File: config.mk
export PLATFORM = sky130hd
export DESIGN_NAME = ste_addr_gen
export DESIGN_NICKNAME = d
export VERILOG_FILES = /design/src/rtl/ste_pkg.sv /design/src/rtl/ste_range_chk.sv /design/src/rtl/ste_base_align.sv /design/src/rtl/ste_index_split.sv /design/src/rtl/ste_addr_gen.sv
export SDC_FILE = /design/constraint.sdc
export NUM_CORES = 1
export LEC_CHECK = 0
export ABC_AREA = 1
export BUFFER_PORTS_ARGS = -buffer_cell sky130_fd_sc_hd__buf_2
export CORE_MARGIN = 2
export CORE_UTILIZATION = 25
export DETAILED_ROUTE_END_ITERATION = 8
export MAX_ROUTING_LAYER = met4
export PLACE_DENSITY = 0.5
export SYNTH_ARGS = -nofsm -noshare
export SYNTH_HDL_FRONTEND = slang
export SYNTH_SLANG_ARGS = --single-unit
File: constraint.sdc
create_clock -name clk -period 7.11 [get_ports clk]
set_input_delay 0.711 -clock clk [delete_from_list [all_inputs] [get_ports clk]]
set_output_delay 0.711 -clock clk [all_outputs]
set_load 0.03 [all_outputs]
File: src/rtl/ste_pkg.sv
package ste_pkg;
  typedef enum logic [1:0] {
    FLT_NONE     = 2'd0,
    FLT_BAD_SID  = 2'd1,
    FLT_BAD_DESC = 2'd2,
    FLT_FETCH    = 2'd3
  } ste_fault_e;

  localparam logic [63:0] ADDR_KEEP = 64'h000F_FFFF_FFFF_FFC0;

  // Mask that clears the low n bits (all bits when n >= 64).
  function automatic logic [63:0] clr_low(input logic [7:0] n);
    if (n >= 8'd64) return '0;
    return ~((64'd1 << n) - 64'd1);
  endfunction
endpackage

File: src/rtl/ste_range_chk.sv
module ste_range_chk #(
  parameter int SID_W         = 16,
  parameter int IMPL_SID_BITS = 16
) (
  input  logic [SID_W-1:0] sid,
  input  logic [5:0]       log2size,
  output logic             out_of_range
);
  localparam logic [6:0] IMPL_LIM = 7'(IMPL_SID_BITS);
  localparam logic [6:0] SID_LIM  = 7'(SID_W);

  logic [6:0] lim;

  always_comb begin
    lim = ({1'b0, log2size} < IMPL_LIM) ? {1'b0, log2size} : IMPL_LIM;
    if (lim >= SID_LIM) out_of_range = 1'b0;
    else                out_of_range = ((sid >> lim) != '0);
  end
endmodule

File: src/rtl/ste_base_align.sv
module ste_base_align
  import ste_pkg::*;
(
  input  logic [63:0] raw_base,
  input  logic [5:0]  log2size,
  input  logic [4:0]  split,
  input  logic        two_lvl,
  output logic [63:0] base
);
  logic signed [8:0] two_sh;
  logic [7:0]        sh;

  always_comb begin
    two_sh = $signed({3'b000, log2size}) - $signed({4'b0000, split}) + 9'sd2;
    if (two_lvl) sh = (two_sh < 9'sd5) ? 8'd5 : two_sh[7:0];
    else         sh = {2'b00, log2size} + 8'd5;
    base = raw_base & ADDR_KEEP & clr_low(sh);
  end
endmodule

File: src/rtl/ste_index_split.sv
module ste_index_split #(
  parameter int SID_W = 16
) (
  input  logic [SID_W-1:0] sid,
  input  logic [4:0]       split,
  output logic [SID_W-1:0] l1_idx,
  output logic [SID_W-1:0] l2_idx
);
  logic [31:0] low_mask;

  always_comb begin
    low_mask = (32'd1 << split) - 32'd1;
    l1_idx   = sid >> split;
    l2_idx   = sid & low_mask[SID_W-1:0];
  end
endmodule

File: src/rtl/ste_addr_gen.sv
module ste_addr_gen
  import ste_pkg::*;
#(
  parameter int SID_W         = 16,
  parameter int IMPL_SID_BITS = 16
) (
  input  logic             clk,
  input  logic             rst_n,
  input  logic             req_valid,
  output logic             req_ready,
  input  logic [SID_W-1:0] req_sid,
  input  logic [63:0]      tbl_base,
  input  logic [31:0]      tbl_cfg,
  output logic             mem_req_valid,
  output logic [63:0]      mem_req_addr,
  input  logic             mem_rsp_valid,
  input  logic             mem_rsp_err,
  input  logic [63:0]      mem_rsp_data,
  output logic             done,
  output logic [1:0]       done_fault,
  output logic [63:0]      done_addr,
  output logic [31:0]      flt_word6,
  output logic [31:0]      flt_word7
);
  typedef enum logic {ST_IDLE, ST_WAIT} st_e;

  logic [5:0]       log2size;
  logic [4:0]       split;
  logic             two_lvl, oor, accept, span_bad;
  logic [63:0]      base, lin_addr, l1_addr, l2_ptr, fin_addr;
  logic [SID_W-1:0] l1_idx, l2_idx;
  logic [4:0]       span;

  st_e              state_q, state_d;
  logic             done_q, done_d, mreq_q, mreq_d;
  ste_fault_e       fault_q, fault_d;
  logic [63:0]      daddr_q, daddr_d, maddr_q, maddr_d;
  logic [31:0]      w6_q, w6_d, w7_q, w7_d;
  logic [SID_W-1:0] l2_q, l2_d;

  logic unused_cfg_bits;
  assign unused_cfg_bits = ^{tbl_cfg[31:18], tbl_cfg[15:11], mem_rsp_data[63:52], mem_rsp_data[5]};

  assign log2size = tbl_cfg[5:0];
  assign split    = tbl_cfg[10:6];
  assign two_lvl  = (tbl_cfg[17:16] == 2'd1);

  ste_range_chk #(.SID_W(SID_W), .IMPL_SID_BITS(IMPL_SID_BITS)) u_range (
    .sid(req_sid), .log2size(log2size), .out_of_range(oor));

  ste_base_align u_align (
    .raw_base(tbl_base), .log2size(log2size), .split(split),
    .two_lvl(two_lvl), .base(base));

  ste_index_split #(.SID_W(SID_W)) u_split (
    .sid(req_sid), .split(split), .l1_idx(l1_idx), .l2_idx(l2_idx));

  assign accept   = req_valid && (state_q == ST_IDLE);
  assign lin_addr = base + (64'(req_sid) << 6);
  assign l1_addr  = base + (64'(l1_idx) << 3);
  assign span     = mem_rsp_data[4:0];
  assign l2_ptr   = mem_rsp_data & ADDR_KEEP;
  assign fin_addr = l2_ptr + (64'(l2_q) << 6);
  assign span_bad = (span == 5'd0) || ((l2_q >> (span - 5'd1)) != '0);

  always_comb begin
    state_d = state_q;
    done_d  = 1'b0;
    fault_d = FLT_NONE;
    daddr_d = '0;
    w6_d    = '0;
    w7_d    = '0;
    mreq_d  = 1'b0;
    maddr_d = maddr_q;
    l2_d    = l2_q;
    case (state_q)
      ST_IDLE: begin
        if (accept) begin
          if (oor) begin
            done_d  = 1'b1;
            fault_d = FLT_BAD_SID;
          end else if (two_lvl) begin
            mreq_d  = 1'b1;
            maddr_d = l1_addr;
            l2_d    = l2_idx;
            state_d = ST_WAIT;
          end else begin
            done_d  = 1'b1;
            daddr_d = lin_addr;
          end
        end
      end
      default: begin
        if (mem_rsp_valid) begin
          state_d = ST_IDLE;
          done_d  = 1'b1;
          if (mem_rsp_err) begin
            fault_d = FLT_FETCH;
            w6_d    = maddr_q[31:0];
            w7_d    = maddr_q[63:32];
          end else if (span_bad) begin
            fault_d = FLT_BAD_DESC;
          end else begin
            daddr_d = fin_addr;
          end
        end
      end
    endcase
  end

  always_ff @(posedge clk or negedge rst_n) begin
    if (!rst_n) begin
      state_q <= ST_IDLE;
      done_q  <= 1'b0;
      fault_q <= FLT_NONE;
      daddr_q <= '0;
      w6_q    <= '0;
      w7_q    <= '0;
      mreq_q  <= 1'b0;
      maddr_q <= '0;
      l2_q    <= '0;
    end else begin
      state_q <= state_d;
      done_q  <= done_d;
      fault_q <= fault_d;
      daddr_q <= daddr_d;
      w6_q    <= w6_d;
      w7_q    <= w7_d;
      mreq_q  <= mreq_d;
      maddr_q <= maddr_d;
      l2_q    <= l2_d;
    end
  end

  assign req_ready     = (state_q == ST_IDLE);
  assign mem_req_valid = mreq_q;
  assign mem_req_addr  = maddr_q;
  assign done          = done_q;
  assign done_fault    = fault_q;
  assign done_addr     = daddr_q;
  assign flt_word6     = w6_q;
  assign flt_word7     = w7_q;


  bad_sid_fault_chk: assert property (@(posedge clk) disable iff (!rst_n)
    accept && oor |=> done && done_fault == 2'd1 && !mem_req_valid);

  mreq_pulse_chk: assert property (@(posedge clk) disable iff (!rst_n)
    mem_req_valid |=> !mem_req_valid);

  mreq_align_chk: assert property (@(posedge clk) disable iff (!rst_n)
    mem_req_valid |-> mem_req_addr[2:0] == 3'd0);

  entry_align_chk: assert property (@(posedge clk) disable iff (!rst_n)
    done && done_fault == 2'd0 |-> done_addr[5:0] == 6'd0);

  fetch_record_chk: assert property (@(posedge clk) disable iff (!rst_n)
    !req_ready && mem_rsp_valid && mem_rsp_err |=>
      done && done_fault == 2'd3 && {flt_word7, flt_word6} == $past(mem_req_addr));

  busy_no_done_chk: assert property (@(posedge clk) disable iff (!rst_n)
    !req_ready && !mem_rsp_valid |=> !done);
endmodule

== Word-level counts from Yosys, hierarchy flattened ==
Cells that the tools add are included.
Widths: inputs -> output; s select.

* Output and inout bits: 197
* Bits in latches: 0
* Logic and storage cells: 76
* Bits in read-only memories: 0
* Memories kept: 0
* Memory bits (writable): 0
* Register bits: 213

* Equal/unequal tests: 1
* $mul: 0
* Shifts and indexed selects: 5
* Muxes and demuxes: 37
* Divide/modulo/power cells: 0
* $lt $le $gt $ge: 4
* $add $sub $neg: 9
* Bitwise operators: 5
* Reduce and logical (&&, ||, !) cells: 6

{| class="wikitable"
|+ Operators by type and width
! operator !! number
|-
| $mux 64 || 6
|-
| $mux 32 || 6
|-
| $mux 53 || 3
|-
| $add 64x19->64 || 1
|-
| $add 64x22->64 || 1
|-
| $and 52x64->64 || 1
|-
| $not 64->64 || 1
|-
| $shl 1x8->64 const A || 1
|-
| $sub 64x1->64 const B || 1
|-
| $add 52x22->53 || 1
|-
| $reduce_bool 16->1 || 2
|-
| $shr 16x5->16 || 2
|-
| $and 16x16->16 || 1
|-
| $mux 8 || 2
|-
| $shl 1x5->16 const A || 1
|-
| $shr 16x7->16 || 1
|-
| $sub 16x1->16 const B || 1
|-
| $mux 1 || 15
|-
| $add 9x3->9 const B || 1
|-
| $lt 9x4->1 const B || 1
|-
| $ge 8x7->1 const B || 1
|-
| $mux 2 || 4
|-
| $add 6x3->7 const B || 1
|-
| $ge 7x5->1 const B || 1
|-
| 10 further kinds || 11
|}

== Depth between registers and ports, before layout ==
* Word-level depth: 15
* Depth in mapped cells: 45
* Depth with buffers taken out: 45

== Modules after synthesis ==
A second synthesis with hierarchy kept.

* Cell total of the unflattened synthesis: 3114
* Area, all modules: 18978.2 um2

{| class="wikitable"
|+ By module, submodules not included
! module !! seq. area each (um2) !! area each (um2) !! cells an instance !! times used
|-
| ste_addr_gen || 5330.1 || 15063.2 || 2329 || 1
|-
| ste_base_align || 0.0 || 2434.8 || 478 || 1
|-
| ste_index_split || 0.0 || 1046.0 || 214 || 1
|-
| ste_range_chk || 0.0 || 434.2 || 93 || 1
|}

== Worst setup path after synthesis ==
No wires, ideal clock.

* Kind: input to register
* From: in tbl_cfg[7]
* To: reg maddr_q[47] (netlist: mem_req_addr[47])
* Arrival: 5.427 ns
* Setup time: 0.118 ns
* Data required time: 6.992 ns
* Cell stages on the path: 40
* Path slack: 1.565 ns
* Cell sequence: clkbuf_1 > clkinv_1 > clkbuf_1 > fa_1 > inv_1 > nand2_1 > nand2_2 > inv_1 > ha_1 > nand3_1 > nand3_1 > clkinv_1 > nand2_1 > nor2_2 > nand2_4 > nand3b_1 > nand2_2 > buf_4 > [4 not listed] > nor2_1 > nand2_1 > nor2_1 > inv_1 > o31ai_1 > inv_1 > ha_1 > nand2_1 > nor2_1 > nand2_1 > inv_1 > nand3_1 > nand2_2 > nand2_2 > nor2_2 > nand3_1 > nand3_1 > nand2_1

* Cells in the longest elaborated chain, start to end: 11

{| class="wikitable"
|+ Ends and longest elaborated chain
! element !! line !! RTL
|-
| from (decl) || ste_addr_gen.sv:13 || <nowiki>input logic [31:0] tbl_cfg,</nowiki>
|-
| $sub 6x5->7 || ste_base_align.sv:14 || <nowiki>two_sh = $signed({3'b000, log2size}) - $signed({4'b0000, split}) + 9'sd2;</nowiki>
|-
| $add 9x3->9 || ste_base_align.sv:14 ||
|-
| $lt 9x4->1 || ste_base_align.sv:15 || <nowiki>if (two_lvl) sh = (two_sh < 9'sd5) ? 8'd5 : two_sh[7:0];</nowiki>
|-
| $mux 8 (2 in a row) || ste_base_align.sv:15 ||
|-
| $shl 1x8->64 || ste_pkg.sv:14 || <nowiki>return ~((64'd1 << n) - 64'd1);</nowiki>
|-
| $sub 64x1->64 || ste_pkg.sv:14 ||
|-
| $not 64->64 || ste_pkg.sv:14 ||
|-
| $mux 64 || ste_pkg.sv:14 ||
|-
| $and 52x64->64 || ste_base_align.sv:17 || <nowiki>base = raw_base & ADDR_KEEP & clr_low(sh);</nowiki>
|-
| $add 64x19->64 (*) || ste_addr_gen.sv:60 || <nowiki>assign l1_addr = base + (64'(l1_idx) << 3);</nowiki>
|-
| to (signal assigned) || ste_addr_gen.sv:130 || <nowiki>maddr_q <= maddr_d;</nowiki>
|-
| to (decl) || ste_addr_gen.sv:37 || <nowiki>logic [63:0] daddr_q, daddr_d, maddr_q, maddr_d;</nowiki>
|}

Every way passes the cells marked *; elsewhere a longest branch is shown, timed or not.
A chain may end at the register's enable or synchronous reset.

== Worst setup path in the final report ==
* From: in tbl_cfg[0]
* To: reg maddr_q[21] (netlist: mem_req_addr[21])

* Cells in the longest elaborated chain, start to end: 11

{| class="wikitable"
|+ Ends and longest elaborated chain
! element !! line
|-
| $sub 6x5->7 || ste_base_align.sv:14
|-
| $add 9x3->9 || ste_base_align.sv:14
|-
| $lt 9x4->1 || ste_base_align.sv:15
|-
| $mux 8 (2 in a row) || ste_base_align.sv:15
|-
| $shl 1x8->64 || ste_pkg.sv:14
|-
| $sub 64x1->64 || ste_pkg.sv:14
|-
| $not 64->64 || ste_pkg.sv:14
|-
| $mux 64 || ste_pkg.sv:14
|-
| $and 52x64->64 || ste_base_align.sv:17
|-
| $add 64x19->64 || ste_addr_gen.sv:60
|}

Parallel ways exist; a longest one is shown, timed or not.

==> metrics.md <==
| Metric | Value |
|---|---|
| Crit path buffers/inverters | 7 |
| Die width | 251 um |
| Largest net degree at the start of global routing | 77 |
| Post-route ant nets | 0 |
| Startpoint class of the critical path | primary input |
| Place WS | 0.611 ns |
| Fraction of registers with async set/reset | 100% |
| First-pass GRT wire length | 95900 um |
| Reg-to-reg slack, setup | 2.79 ns |
| Measured slew at the worst slew-check pin | 1.05 ns |
| Ys flop type | dfrtp_1 |
| Crit-path max FO | 15 |
| Residual DRC | 0 |
| Part of the Yosys area used for sequential elements | 27.5% |
| Top cells by area, synth | dfrtp_1, nand2_1, nor2_1 |
| Initial core utilization | 25.3% |
| Avg WL per Cell | 18.3 um |
| Synth top area share | 27.5% |
| Cells after Synth | 2429 |
| Largest area contributor in the netlist | dfrtp_1 |
| Initial antenna violation count | 12 |
| Ys Warns | 0 |
| Min-Delay Path Class | in2async |
| Max-slew headroom | 29.6% |
| Final-layout fill cell count | 6880 |
| Area grow syn2layout | 18.0% |
| Layout Nets | 2935 |
| H-tree levels | 4 |
| Slew Viols, Final | 0 |
| Total die area | 63100 um^2 |
| Post-CTS Resized | 0 |
| Cts hold-fix bufs | 0 |
| RSZ-0062 raised after global routing | no |
| Routed vias | 16448 |
| Max stage delay cell, worst path | fa_1 |
| Final min period | 6.12 ns |
| Clk_lat worst skew | 0.44 ns |
| Max Cap Viol | 0 |
| Synth cell types | 62 |
| Status | complete, no violations |
| Die Span Y | 251 um |
| F_max | 0.163 GHz |
| Post-synth EDFFs | 0 |
| Site Rows | 90 |
| Required time worst endpoint | 7.38 ns |
| Synth Area per Inst | 6.29 um^2 |
| Gpl congestion | 0.980 |
| Core area | 60400 um^2 |
| Iter 0 DRT Violations | 1601 |
| CTS tree | built |
| Power Dens Cells | 209 nW/um^2 |
| Skew final | 0.0140 ns |
| Final Hold Vio Count | 0 |
| WL final | 64000 um |
| Pre-antenna DRT Iters | 6 |
| Arrival time worst endpoint | 6.39 ns |
| Tot Pwr | 3.77 mW |
| IO Count | 378 |
| Final worst path period share | 86.1% |
| Final Setup Violations | 0 |
| Final core utilization | 29.9% |
| Worst path max stage delay | 0.54 ns |
| Number of synthesized register bits | 168 |
| Number of global-route vias before repair | 15829 |
| CTS Buf Count | 17 |
| Worst Setup Slack, final | 0.990 ns |
| Cell Area, Synth | 15300 um^2 |
| Max VDD drop | 117 uV |
| Root buf cell | clkbuf_16 |
| Worst setup EP type | register |
| Critical path class | in2reg |
| Max clock buf depth | 2 |
| Grt total ovfl | 0 |
| DP Wirelength | 53600 um |
| Setup TNS | 0 ns |
| CP delay by family, top | simple AND/OR/NAND/NOR gates |
| Via density | 4.69 |
| # Post-CTS Setup Buffers | 0 |
| Layout cell share with drive strength beyond 1 | 18.1% |
| Top cell by count, worst path | inv_1 |
| I/O Buffers | 282 |
| Cell leakage power | 9.92 nW |
| Sink Count | 168 |
| All-Layer GR Usage | 20.6% |
| Reg clk slew, reported paths | 0.07 ns |
## path summary, 6_finish.rpt
| kind | startpoint | to | cells past startpoint |
|---|---|---|---|
| max in group asynchronous | rst_n | flt_word6[6] | 2 |
| setup reg to reg | l2_q[0] | done_addr[48] | 27 |
| hold / removal | rst_n | mem_req_addr[25] | 1 |
| hold reg to reg | mem_req_addr[33] | mem_req_addr[33] | 2 |
| min in group clk | mem_rsp_valid | state_q | 2 |
| setup / recovery | tbl_cfg[0] | mem_req_addr[21] | 34 |
## cell families (layout without fill, tap and decap cells)
logic type	count (synthesis)	after routing	share of synthesized area (%)
XOR/XNOR	30	30	1.72
buffers and inverters	472	709	13.3
other	1	57	0.0245
AND/OR/NAND/NOR	1358	1358	40.0
adder cells (fa/ha/maj)	57	57	4.86
AO/OA/AOI/OAI	340	340	12.4
flip-flops	168	168	27.5
multiplexers	3	3	0.196
## flip-flops by register name, summed over array words and instances, names as in the netlist
signal	count
done_addr	47
mem_req_addr	50
flt_word6	29
flt_word7	21
mem_req_valid	1
done	1
state_q	1
done_fault	2
l2_q	16
## power breakdown
part	switching (mW)	leakage (nW)	internal (mW)
Combinational	1.16	7.37	0.436
Clock	0.420	0.303	0.578
Sequential	0.0994	2.26	1.08
Total	1.68	9.92	2.09
## layout make-up
cell class / instances / area (um^2) / share of cell area, %
Tap cell: 782 / 978 / 5.42
Antenna cell: 12 / 30.0 / 0.166
Sequential cell: 168 / 4200 / 23.3
Clock buffer: 20 / 457 / 2.53
Multi-Input combinational cell: 1833 / 9230 / 51.1
Inverter: 375 / 1410 / 7.82
Timing Repair Buffer: 302 / 1570 / 8.69
Clock inverter: 12 / 166 / 0.922
## metal layers
layer / GRT usage, % / share of wire, % / wire [um]
met3: 2.99 / 6.0 / 3820
met2: 31.8 / 44 / 28200
met4: 6.05 / 2.7 / 1760
met5: - / 0 / 0
met1: 28.0 / 47 / 30300
## through the flow
stage	instance area [um^2]	hold slack, ns	std cells
3_5_place_dp	17400	0.493	3460
2_1_floorplan	15500	0.415	2473
6_report	18000	0.310	3504
3_3_place_gp	17400	0.497	3460
4_1_cts	18000	0.329	3492
5_1_grt	18000	0.350	3504
## cells in the final DEF, fill, tap and decap left out, types with 30 or more instances in the layout
| cell type | count |
|---|---|
| inv_1 | 334 |
| ha_1 | 53 |
| dfrtp_1 | 168 |
| nand4_1 | 62 |
| nand2_1 | 594 |
| inv_2 | 30 |
| conb_1 | 45 |
| o21ai_0 | 129 |
| nor2_1 | 337 |
| buf_2 | 281 |
| o21ai_1 | 39 |
| nand2_2 | 46 |
| nand3_1 | 194 |
| a21oi_1 | 97 |
## synth_stat cells, types with 3 or more instances
master	number
and2_1	5
o21ai_1	39
nand3_1	194
nor3_1	26
nor2_2	26
nand2_4	10
nor2_4	18
or2_2	4
nand4_1	62
o21ai_0	129
nand3b_1	8
buf_2	7
ha_1	53
mux2i_1	3
nor2_1	337
inv_2	29
fa_1	4
buf_4	48
nand2_1	595
o31ai_1	8
xor2_1	19
o2111ai_1	4
xnor2_1	11
nand3_2	10
o22ai_1	16
o211ai_1	4
inv_1	335
clkinv_1	9
a22oi_1	3
o21a_1	3
a21oi_1	97
buf_6	9
clkbuf_1	32
a21boi_0	6
a31oi_1	7
nor4_1	8
dfrtp_1	168
nand2_2	45
o221ai_1	5
nor3_2	3
## worst register-to-register path, cell delays in order, from the launching register on
cell and delay [ns]:
dfrtp_1 0.38, ha_1 0.21, fa_1 0.21, inv_1 0.06
o31ai_1 0.33, and2_1 0.21, nor2_1 0.05, nor2_1 0.08
nor2_1 0.07, o21ai_0 0.28, a21oi_1 0.15, o21bai_1 0.25
inv_1 0.06, nor2_1 0.12, o21ai_0 0.20, nand2_1 0.18
inv_1 0.09, nor2_1 0.15, inv_1 0.08, nor2_1 0.15
inv_1 0.08, nor2_1 0.19, nand2_1 0.14, nor2_1 0.23
a21oi_1 0.10, nor2_1 0.09, nand2_1 0.05, nand2_1 0.06
No activity file was read; power rests on OpenSTA's default activity.
